<file path="config.mk">
export PLATFORM = sky130hd
export DESIGN_NAME = spi_dma_packer
export DESIGN_NICKNAME = d
export VERILOG_FILES = /design/src/rtl/spi_dma_pkg.sv /design/src/rtl/pk_fifo.sv /design/src/rtl/tx_splitter.sv /design/src/rtl/rx_packer.sv /design/src/rtl/spi_dma_packer.sv
export SDC_FILE = /design/constraint.sdc
export NUM_CORES = 1
export LEC_CHECK = 0
export ABC_CLOCK_PERIOD_IN_PS = 10900
export BUFFER_PORTS_ARGS = -buffer_cell sky130_fd_sc_hd__buf_4
export CAP_MARGIN = 20
export CORE_MARGIN = 1
export CORE_UTILIZATION = 50
export CTS_CLUSTER_DIAMETER = 50
export DETAILED_ROUTE_END_ITERATION = 8
export PLACE_DENSITY_LB_ADDON = 0.1
export SYNTH_ARGS = -nofsm -noshare
export SYNTH_HDL_FRONTEND = slang
export SYNTH_HIERARCHICAL = 1
export SYNTH_SLANG_ARGS = --single-unit
</file>
<file path="constraint.sdc">
create_clock -name clk_i -period 10.9 [get_ports clk_i]
set_clock_uncertainty 0.05 [all_clocks]
set_input_delay 1.635 -clock clk_i [delete_from_list [all_inputs] [get_ports clk_i]]
set_output_delay 1.635 -clock clk_i [all_outputs]
set_load 0.005 [all_outputs]
</file>
<file path="src/rtl/spi_dma_pkg.sv">
package spi_dma_pkg;
  localparam int unsigned BYTE_W = 8;
  localparam int unsigned HALF_W = 16;

  typedef struct packed {
    logic              single; // only low byte is payload
    logic [HALF_W-1:0] data;
  } tx_entry_t;
endpackage

</file>
<file path="src/rtl/pk_fifo.sv">
module pk_fifo #(
  parameter int unsigned W     = 16,
  parameter int unsigned DEPTH = 2
) (
  input  logic         clk_i,
  input  logic         rst_ni,
  input  logic         push_i,
  input  logic [W-1:0] push_data_i,
  input  logic         pop_i,
  output logic [W-1:0] head_o,
  output logic         empty_o,
  output logic         full_o
);
  localparam int unsigned AW = (DEPTH > 1) ? $clog2(DEPTH) : 1;
  localparam int unsigned CW = $clog2(DEPTH + 1);

  logic [W-1:0]  mem_q [DEPTH];
  logic [AW-1:0] wp_q, rp_q;
  logic [CW-1:0] cnt_q;

  assign empty_o = (cnt_q == '0);
  assign full_o  = (cnt_q == CW'(DEPTH));
  assign head_o  = mem_q[rp_q];

  always_ff @(posedge clk_i) begin
    if (push_i) mem_q[wp_q] <= push_data_i;
  end

  always_ff @(posedge clk_i or negedge rst_ni) begin
    if (!rst_ni) begin
      wp_q  <= '0;
      rp_q  <= '0;
      cnt_q <= '0;
    end else begin
      if (push_i) wp_q <= (wp_q == AW'(DEPTH - 1)) ? '0 : wp_q + 1'b1;
      if (pop_i)  rp_q <= (rp_q == AW'(DEPTH - 1)) ? '0 : rp_q + 1'b1;
      cnt_q <= cnt_q + CW'(push_i) - CW'(pop_i);
    end
  end

  assert_no_push_full_R2: assert property (@(posedge clk_i) disable iff (!rst_ni)
    (full_o && !pop_i) |-> !push_i);
  assert_no_pop_empty_R3: assert property (@(posedge clk_i) disable iff (!rst_ni)
    empty_o |-> !pop_i);
endmodule

</file>
<file path="src/rtl/tx_splitter.sv">
module tx_splitter
  import spi_dma_pkg::*;
#(
  parameter int unsigned CNT_W = 8
) (
  input  logic              clk_i,
  input  logic              rst_ni,
  input  logic              dma_en_i,
  input  logic              req_en_i,
  input  logic [CNT_W-1:0]  byte_cnt_i,
  input  logic              ack_i,
  input  logic [HALF_W-1:0] data_i,
  output logic              req_o,
  input  logic              full_i,
  input  logic              empty_i,
  input  tx_entry_t         head_i,
  output logic              push_o,
  output tx_entry_t         push_entry_o,
  output logic              pop_o,
  input  logic              take_i,
  output logic [BYTE_W-1:0] byte_o,
  output logic              valid_o,
  output logic              underflow_o
);
  logic [CNT_W:0] hw_cnt_q, need_hw;
  logic           hi_phase_q;

  assign need_hw = ({1'b0, byte_cnt_i} + 1'b1) >> 1;
  assign req_o   = dma_en_i && req_en_i && !full_i && (hw_cnt_q < need_hw);
  assign push_o  = req_o && ack_i;
  assign push_entry_o.data   = data_i;
  assign push_entry_o.single = byte_cnt_i[0] && ((hw_cnt_q + 1'b1) == need_hw);

  assign valid_o = !empty_i;
  assign byte_o  = hi_phase_q ? head_i.data[15:8] : head_i.data[7:0];
  assign pop_o   = take_i && valid_o && (hi_phase_q || head_i.single);

  always_ff @(posedge clk_i or negedge rst_ni) begin
    if (!rst_ni) begin
      hw_cnt_q    <= '0;
      hi_phase_q  <= 1'b0;
      underflow_o <= 1'b0;
    end else begin
      if (!dma_en_i)   hw_cnt_q <= '0;
      else if (push_o) hw_cnt_q <= hw_cnt_q + 1'b1;
      if (take_i && valid_o) hi_phase_q <= !(hi_phase_q || head_i.single);
      underflow_o <= take_i && !valid_o;
    end
  end

  // padded half-word yields one byte, then moves on
  assert_pad_dropped_R4: assert property (@(posedge clk_i) disable iff (!rst_ni)
    (take_i && valid_o && !hi_phase_q && head_i.single) |=> !hi_phase_q);
  assert_fetch_bound_R2: assert property (@(posedge clk_i) disable iff (!rst_ni)
    dma_en_i |-> (hw_cnt_q <= need_hw));
endmodule

</file>
<file path="src/rtl/rx_packer.sv">
module rx_packer
  import spi_dma_pkg::*;
#(
  parameter int unsigned CNT_W = 8
) (
  input  logic              clk_i,
  input  logic              rst_ni,
  input  logic              dma_en_i,
  input  logic              flush_i,
  input  logic [CNT_W-1:0]  byte_cnt_i,
  input  logic [BYTE_W-1:0] byte_i,
  input  logic              byte_valid_i,
  input  logic              full_i,
  output logic              push_o,
  output logic [HALF_W-1:0] push_data_o,
  output logic              overflow_o
);
  logic [CNT_W-1:0]  rx_cnt_q;
  logic              have_lo_q;
  logic [BYTE_W-1:0] lo_q;
  logic              accept, last, complete;

  assign accept   = dma_en_i && byte_valid_i && (rx_cnt_q < byte_cnt_i);
  assign last     = ({1'b0, rx_cnt_q} + 1'b1) == {1'b0, byte_cnt_i};
  assign complete = accept && (have_lo_q || last);
  assign push_data_o = have_lo_q ? {byte_i, lo_q} : {8'h00, byte_i};
  assign push_o   = complete && !flush_i && !full_i;

  always_ff @(posedge clk_i or negedge rst_ni) begin
    if (!rst_ni) begin
      rx_cnt_q   <= '0;
      have_lo_q  <= 1'b0;
      lo_q       <= '0;
      overflow_o <= 1'b0;
    end else begin
      overflow_o <= complete && !flush_i && full_i;
      if (!dma_en_i) begin
        rx_cnt_q  <= '0;
        have_lo_q <= 1'b0;
      end else if (accept) begin
        rx_cnt_q  <= rx_cnt_q + 1'b1;
        have_lo_q <= !complete;
        lo_q      <= byte_i;
      end
    end
  end

  assert_overflow_cause_R9: assert property (@(posedge clk_i) disable iff (!rst_ni)
    overflow_o |-> ($past(full_i) && !$past(flush_i)));
  assert_count_bound_R8: assert property (@(posedge clk_i) disable iff (!rst_ni)
    $stable(byte_cnt_i) && dma_en_i && $past(dma_en_i) |-> (rx_cnt_q <= byte_cnt_i));
endmodule

</file>
<file path="src/rtl/spi_dma_packer.sv">
module spi_dma_packer
  import spi_dma_pkg::*;
#(
  parameter int unsigned CNT_W    = 8,
  parameter int unsigned TX_DEPTH = 2,
  parameter int unsigned RX_DEPTH = 2
) (
  input  logic              clk_i,
  input  logic              rst_ni,
  input  logic              dma_en_i,
  input  logic              tx_req_en_i,
  input  logic              rx_req_en_i,
  input  logic              rx_flush_i,
  input  logic              lsb_first_i,
  input  logic [CNT_W-1:0]  byte_cnt_i,
  output logic              tx_dma_req_o,
  input  logic              tx_dma_ack_i,
  input  logic [HALF_W-1:0] tx_dma_data_i,
  output logic [BYTE_W-1:0] tx_byte_o,
  output logic              tx_first_bit_o,
  output logic              tx_valid_o,
  input  logic              tx_take_i,
  output logic              tx_underflow_o,
  input  logic [BYTE_W-1:0] rx_byte_i,
  input  logic              rx_byte_valid_i,
  output logic              rx_dma_req_o,
  input  logic              rx_dma_ack_i,
  output logic [HALF_W-1:0] rx_dma_data_o,
  output logic              rx_overflow_o
);
  localparam int unsigned TX_EW = $bits(tx_entry_t);

  tx_entry_t tx_push_entry, tx_head;
  logic      tx_push, tx_pop, tx_full, tx_empty;
  logic [TX_EW-1:0] tx_head_raw;

  logic              rx_push, rx_pop, rx_full, rx_empty;
  logic [HALF_W-1:0] rx_push_data;

  assign tx_head = tx_entry_t'(tx_head_raw);

  pk_fifo #(.W(TX_EW), .DEPTH(TX_DEPTH)) i_tx_fifo (
    .clk_i, .rst_ni,
    .push_i(tx_push), .push_data_i(TX_EW'(tx_push_entry)),
    .pop_i(tx_pop), .head_o(tx_head_raw),
    .empty_o(tx_empty), .full_o(tx_full)
  );

  tx_splitter #(.CNT_W(CNT_W)) i_tx_split (
    .clk_i, .rst_ni,
    .dma_en_i, .req_en_i(tx_req_en_i), .byte_cnt_i,
    .ack_i(tx_dma_ack_i), .data_i(tx_dma_data_i), .req_o(tx_dma_req_o),
    .full_i(tx_full), .empty_i(tx_empty), .head_i(tx_head),
    .push_o(tx_push), .push_entry_o(tx_push_entry), .pop_o(tx_pop),
    .take_i(tx_take_i), .byte_o(tx_byte_o), .valid_o(tx_valid_o),
    .underflow_o(tx_underflow_o)
  );

  assign tx_first_bit_o = lsb_first_i ? tx_byte_o[0] : tx_byte_o[BYTE_W-1];

  rx_packer #(.CNT_W(CNT_W)) i_rx_pack (
    .clk_i, .rst_ni,
    .dma_en_i, .flush_i(rx_flush_i), .byte_cnt_i,
    .byte_i(rx_byte_i), .byte_valid_i(rx_byte_valid_i),
    .full_i(rx_full), .push_o(rx_push), .push_data_o(rx_push_data),
    .overflow_o(rx_overflow_o)
  );

  assign rx_dma_req_o = dma_en_i && rx_req_en_i && !rx_empty;
  assign rx_pop       = rx_dma_req_o && rx_dma_ack_i;

  pk_fifo #(.W(HALF_W), .DEPTH(RX_DEPTH)) i_rx_fifo (
    .clk_i, .rst_ni,
    .push_i(rx_push), .push_data_i(rx_push_data),
    .pop_i(rx_pop), .head_o(rx_dma_data_o),
    .empty_o(rx_empty), .full_o(rx_full)
  );

  assert_no_req_off_R1: assert property (@(posedge clk_i) disable iff (!rst_ni)
    !dma_en_i |-> (!tx_dma_req_o && !rx_dma_req_o));
  assert_underflow_flag_R10: assert property (@(posedge clk_i) disable iff (!rst_ni)
    (tx_take_i && !tx_valid_o) |=> tx_underflow_o);
  assert_ack_fills_R11: assert property (@(posedge clk_i) disable iff (!rst_ni)
    (tx_dma_req_o && tx_dma_ack_i) |=> tx_valid_o);
  assert_rx_ready_R6: assert property (@(posedge clk_i) disable iff (!rst_ni)
    (rx_push && dma_en_i && rx_req_en_i) |=> (rx_dma_req_o || !$past(dma_en_i) || !dma_en_i || !rx_req_en_i));
endmodule

</file>
Word-level counts from Yosys, hierarchy flattened --
Memory sizes are Yosys's and may differ from the RTL's. Index checks and enable logic that the tools add are counted. Widths: inputs -> output; s select.
Cells by class: $mul 0, multiplexer cells 17, reductions and logical operators 29, shift-type cells 0, divide/modulo/power cells 0, magnitude comparators 2, equal/unequal tests 6, bitwise gates (word level) 0, add/subtract/negate cells 12
Operators with widths (count):
- $mux 8 | 3
- $add 8x1->9 const B | 2
- $eq 9x8->1 | 2
- $mux 9 | 2
- $logic_and 1x1->1 | 17
- $mux 16 | 1
- $mux 1 | 11
- $add 9x1->9 const B | 1
- $lt 9x8->1 | 1
- $add 8x1->8 const B | 1
- $lt 8x8->1 | 1
- $logic_not 1->1 | 7
- $add 1x1->1 const B | 4
- $add 2x1->2 | 2
- $eq 2x2->1 const B | 2
- $logic_not 2->1 | 2
- $ne 2x1->1 const B | 2
- $sub 2x1->2 | 2
- $logic_or 1x1->1 | 2
- $reduce_and 2->1 | 1
Word-level totals: latch bits 0, register bits after elaboration 37, memory bits (read-only) 0, memories 2, logic and storage cells 81, memory bits (writable) 66
Memories:
- i_tx_fifo.mem_q | words 2, bits a word 17, read ports 1, clocked after Yosys merged registers in 0, write ports 1, RTL line pk_fifo.sv:17 | logic [W-1:0] mem_q [DEPTH];
- i_rx_fifo.mem_q | words 2, bits a word 16, read ports 1, clocked after Yosys merged registers in 0, write ports 1, RTL line pk_fifo.sv:17

Longest topological paths before layout --
word-level depth 8, gate-level depth with buffers 11, gate-level depth less buffers 11

Cells and area by module --
The synthesis kept the hierarchy.
Modules (own cells, without submodules):
- pk_fifo (i_tx_fifo) | sequential area each 1121.1 um^2, cells an instance 68, area each 1473.9 um^2, times used 1
- rx_packer | sequential area each 450.4 um^2, cells an instance 146, area each 1443.9 um^2, times used 1
- pk_fifo (i_rx_fifo) | sequential area each 1061.0 um^2, cells an instance 65, area each 1402.6 um^2, times used 1
- tx_splitter | sequential area each 275.3 um^2, cells an instance 142, area each 1263.7 um^2, times used 1
- spi_dma_packer | sequential area each 0.0 um^2, cells an instance 3, area each 33.8 um^2, times used 1

Worst setup path before layout --
OpenSTA, ideal clock, no wires.
path type in2out, from input port byte_cnt_i[0], to output port tx_dma_req_o, path buffers 0, required time 9.215 ns, stages on the path 8, slack 6.114 ns, arrival 3.101 ns, cells stage by stage ha_1 xnor2_1 ha_1 nor2b_4 o21ai_2 a21oi_1 o2111ai_1 and2_1
Between the ends: cells in the longest elaborated chain, start to end 3
RTL lines:
- from (decl) | RTL line spi_dma_packer.sv:15 | input logic [CNT_W-1:0] byte_cnt_i,
- $add 8x1->9 | RTL line tx_splitter.sv:28 | assign need_hw = ({1'b0, byte_cnt_i} + 1'b1) >> 1;
- $lt 9x8->1 | RTL line tx_splitter.sv:29 | assign req_o = dma_en_i && req_en_i && !full_i && (hw_cnt_q < need_hw);
- $logic_and 1x1->1 | RTL line tx_splitter.sv:29
- to (decl) | RTL line spi_dma_packer.sv:16 | output logic tx_dma_req_o,
No other way between the ends.

Worst setup path after layout --
Ends and elaborated chain as after synthesis.

==> impl_metrics.csv <==
group,metric,value,unit
run_status,status,"finished, final reports clean",
clock_network,htreeDepth,3,
die,start_util,51.6,%
detailed_routing,first_pass_iters,4,
timing,worst-slew-pin-transition,935,ps
clock_network,cts_buffer_depth,2,
die,dieArea,11700,um^2
worst_hold_path,hold_path.class,"flip-flop to flip-flop",
flow_run,max_cap_violations,0,
worst_hold_path,worstHoldEndpoint,"i_tx_fifo/wp_q$_DFFE_PN0P_",
timing,slew_viol_final,0,
detailed_routing,num_vias,3386,
finish,final_cell_mix,"74 x buf_4, 66 x edfxtp_1, 42 x mux2_2",
synth,synth_area_leaders,"edfxtp_1 35%, dfrtp_1 16%, mux2_2 8.4%",
global_routing,grt_max_degree,38,
setup_path,reg2regPathDepth,8,
die,fp.dieH,108,um
synth,synth-seq-cells,103,
clock_network,clock_latency,350,ps
worst_hold_path,hold_depth,1,
clock_network,path_clk_slew,80,ps
detailed_routing,wl_per_cell,15.9,um
timing,finalSetupViolCount,0,
global_routing,antenna_found_initial,0,
pwr,p_per_area,161,nW/um^2
global_routing,grt_overflow_total,0,
clock_network,root_buffer,"clkbuf_8",
synth,synth_cell_types,62,
synth,yosys.area.top_type,"edfxtp_1",
finish,nFillCells,928,
finish,layout.nets,545,
finish,area_delta_synth_final,11.9,%
detailed_routing,avgViaCountPerCell,5.43,
timing,period_minus_slack,5320,ps
timing,relSlewSlack,37.7,%
die,die_w,108,um
timing,fmax,0.188,GHz
setup_path,r2r_end,"i_rx_fifo/mem_q[0][8]$_DFFE_PP_",
synth,synthCells,424,
placed_design,routabilityCongestion,0.830,
setup_path,path_class,"input port to output port",
detailed_routing,drt_iter0_drc,106,
finish,final_area,6290,um^2
synth,synthArstFlopShare,35.9,%
global_routing,grt_pass1_vias,3269,
synth,post_synth.cell_area_avg,13.2,um^2
synth,yosysWarnings,6,
synth,synth_edf_count,66,
die,core_area,10900,um^2
setup_path,cp_max_fo,6,
pwr,cellLeakagePower,2.58,nW
die,ios,73,
setup_path,worst-r2r-setup-slack,6760,ps
placed_design,place_hpwl,7000,um
synth,ys.flop_type,"edfxtp_1",
timing,hold_ws,438,ps
synth,syn_nets,490,
clock_network,postCtsHoldBufs,0,
timing,setup_tns,0,ps
finish,final_core_util,57.7,%
clock_network,cts.sinks,103,
detailed_routing,ant_nets,0,
setup_path,endpoint_kind,"output port",
clock_network,cts_made_buffers,9,
clock_network,cts_tree,"yes",
timing,rsz0062_at_grt,"false",
worst_hold_path,worstHoldStart,"i_tx_fifo/wp_q$_DFFE_PN0P_",
synth,synth_top_cell_area_share,35.3,%
placed_design,placed_area,6100,um^2
clock_network,postCtsResizedCells,0,
synth,synth.cell_area,5620,um^2
pwr,peakVddDrop,81.5,uV
die,rows,38,
setup_path,cp.required,9220,ps
synth,ys_seq_area_share,51.8,%
global_routing,grt_usage,18.1,%
setup_path,r2r-start,"i_rx_pack/rx_cnt_q[2]$_DFFE_PN0P_",
timing,fin_crit_sh,48.8,%
setup_path,cp_data_arrival_time,3630,ps
placed_design,preCtsSetupSlack,5480,ps
clock_network,cts_setup_buffers,0,
timing,hold_viol_final,0,
setup_path,critPathLaunchType,"input port",
finish,final_common_cell,"buf_4",
finish,drive_gt1_share,33.7,%
finish,n_antenna_cell,0,
placed_design,port_buffers,72,
timing,finalWorstSetupSlack,5580,ps
global_routing,grt_pass1_wl,16100,um
detailed_routing,drt_wl_total,9900,um
detailed_routing,drc,0,
[state kept, by name, indices dropped and copies added (netlist names)]
| register | flops |
|---|---|
| i_rx_pack/lo_q | 8 |
| i_rx_fifo/rp_q | 1 |
| i_tx_split/hi_phase_q | 1 |
| i_rx_pack/rx_cnt_q | 8 |
| i_rx_fifo/cnt_q | 2 |
| i_rx_pack/have_lo_q | 1 |
| i_tx_fifo/mem_q | 34 |
| i_rx_fifo/mem_q | 32 |
| i_tx_split/underflow_o | 1 |
| i_rx_fifo/wp_q | 1 |
| i_rx_pack/overflow_o | 1 |
| i_tx_fifo/wp_q | 1 |
| i_tx_split/hw_cnt_q | 9 |
| i_tx_fifo/rp_q | 1 |
| i_tx_fifo/cnt_q | 2 |
[synth_stat cells, types with 3 or more instances]
cell,count
o31ai_1,4
nand2b_1,5
xnor2_1,20
a21oi_1,9
buf_4,17
mux2_4,19
or4_1,4
and2_1,17
mux2_2,42
nor2b_1,7
nor2_1,12
o21ai_0,7
edfxtp_1,66
inv_1,18
xor2_1,12
nand3_1,16
ha_1,23
nand4_1,5
and3_1,4
dfrtp_1,37
a211oi_1,3
buf_6,4
nor3_1,3
buf_2,5
nand2_1,14
o2111ai_1,3
a21o_1,3
[layout make-up]
type                       instances  area, um^2  area share (%)
clock buffer                      13         139            2.21
clock inverter                     3        43.8           0.697
inverter                          18        67.6            1.07
multi-input combinational        273        2400            38.1
sequential                       103        2910            46.3
tap                              140         175            2.79
timing repair buffer              74         556            8.84
[report_power, final]
part           internal [mW]  switching [mW]
Combinational          0.182          0.0903
Sequential             0.454          0.0573
Clock                  0.107           0.123
Total                  0.744           0.270
[critical path, cell delays in order]
cell       delay [ps]
buf_4             130
ha_1              230
xnor2_1           240
ha_1              280
nor2b_4           120
o21ai_2           110
a21oi_1           100
o2111ai_1         470
and2_1            200
buf_4             100
[metal layers]
layer  track usage [%]  vias up  share of wire (%)
met5                 0        -                  0
met2              29.9       68                 49
met4              5.58        0               0.82
met1              23.8     1663                 47
met3              3.86        7                4.0
li1                  -     1648                  -
[cells by family (layout without fill, tap and decap cells)]
kind of cell             after synthesis  after routing  synth area share [%]
AO/OA/AOI/OAI                         44             44                  5.81
XOR/XNOR                              34             34                  5.84
adder cells (fa/ha/maj)               24             24                  5.30
buffers and inverters                 48            108                  5.57
flip-flops                           103            103                  51.8
multiplexers                          63             63                  13.9
AND/OR/NAND/NOR                      108            108                  11.9
[worst max path at each step]
stage	endpoint	startpoint
final	tx_dma_req_o	byte_cnt_i[0]
after global routing	tx_dma_req_o	byte_cnt_i[0]
after CTS	tx_dma_req_o	byte_cnt_i[0]
after detailed placement	i_rx_fifo/mem_q[0][10]$_DFFE_PP_	byte_cnt_i[5]
after global placement	i_rx_fifo/mem_q[0][10]$_DFFE_PP_	byte_cnt_i[5]
after floorplan	tx_dma_req_o	byte_cnt_i[0]
[stage by stage]
stage	std cells	power [mW]
finish	624	1.01
CTS	624	1.03
detailed placement	608	0.797
global placement	608	0.792
global route	624	1.07
floorplan	424	0.711
Power figures use the tool's default switching activity.
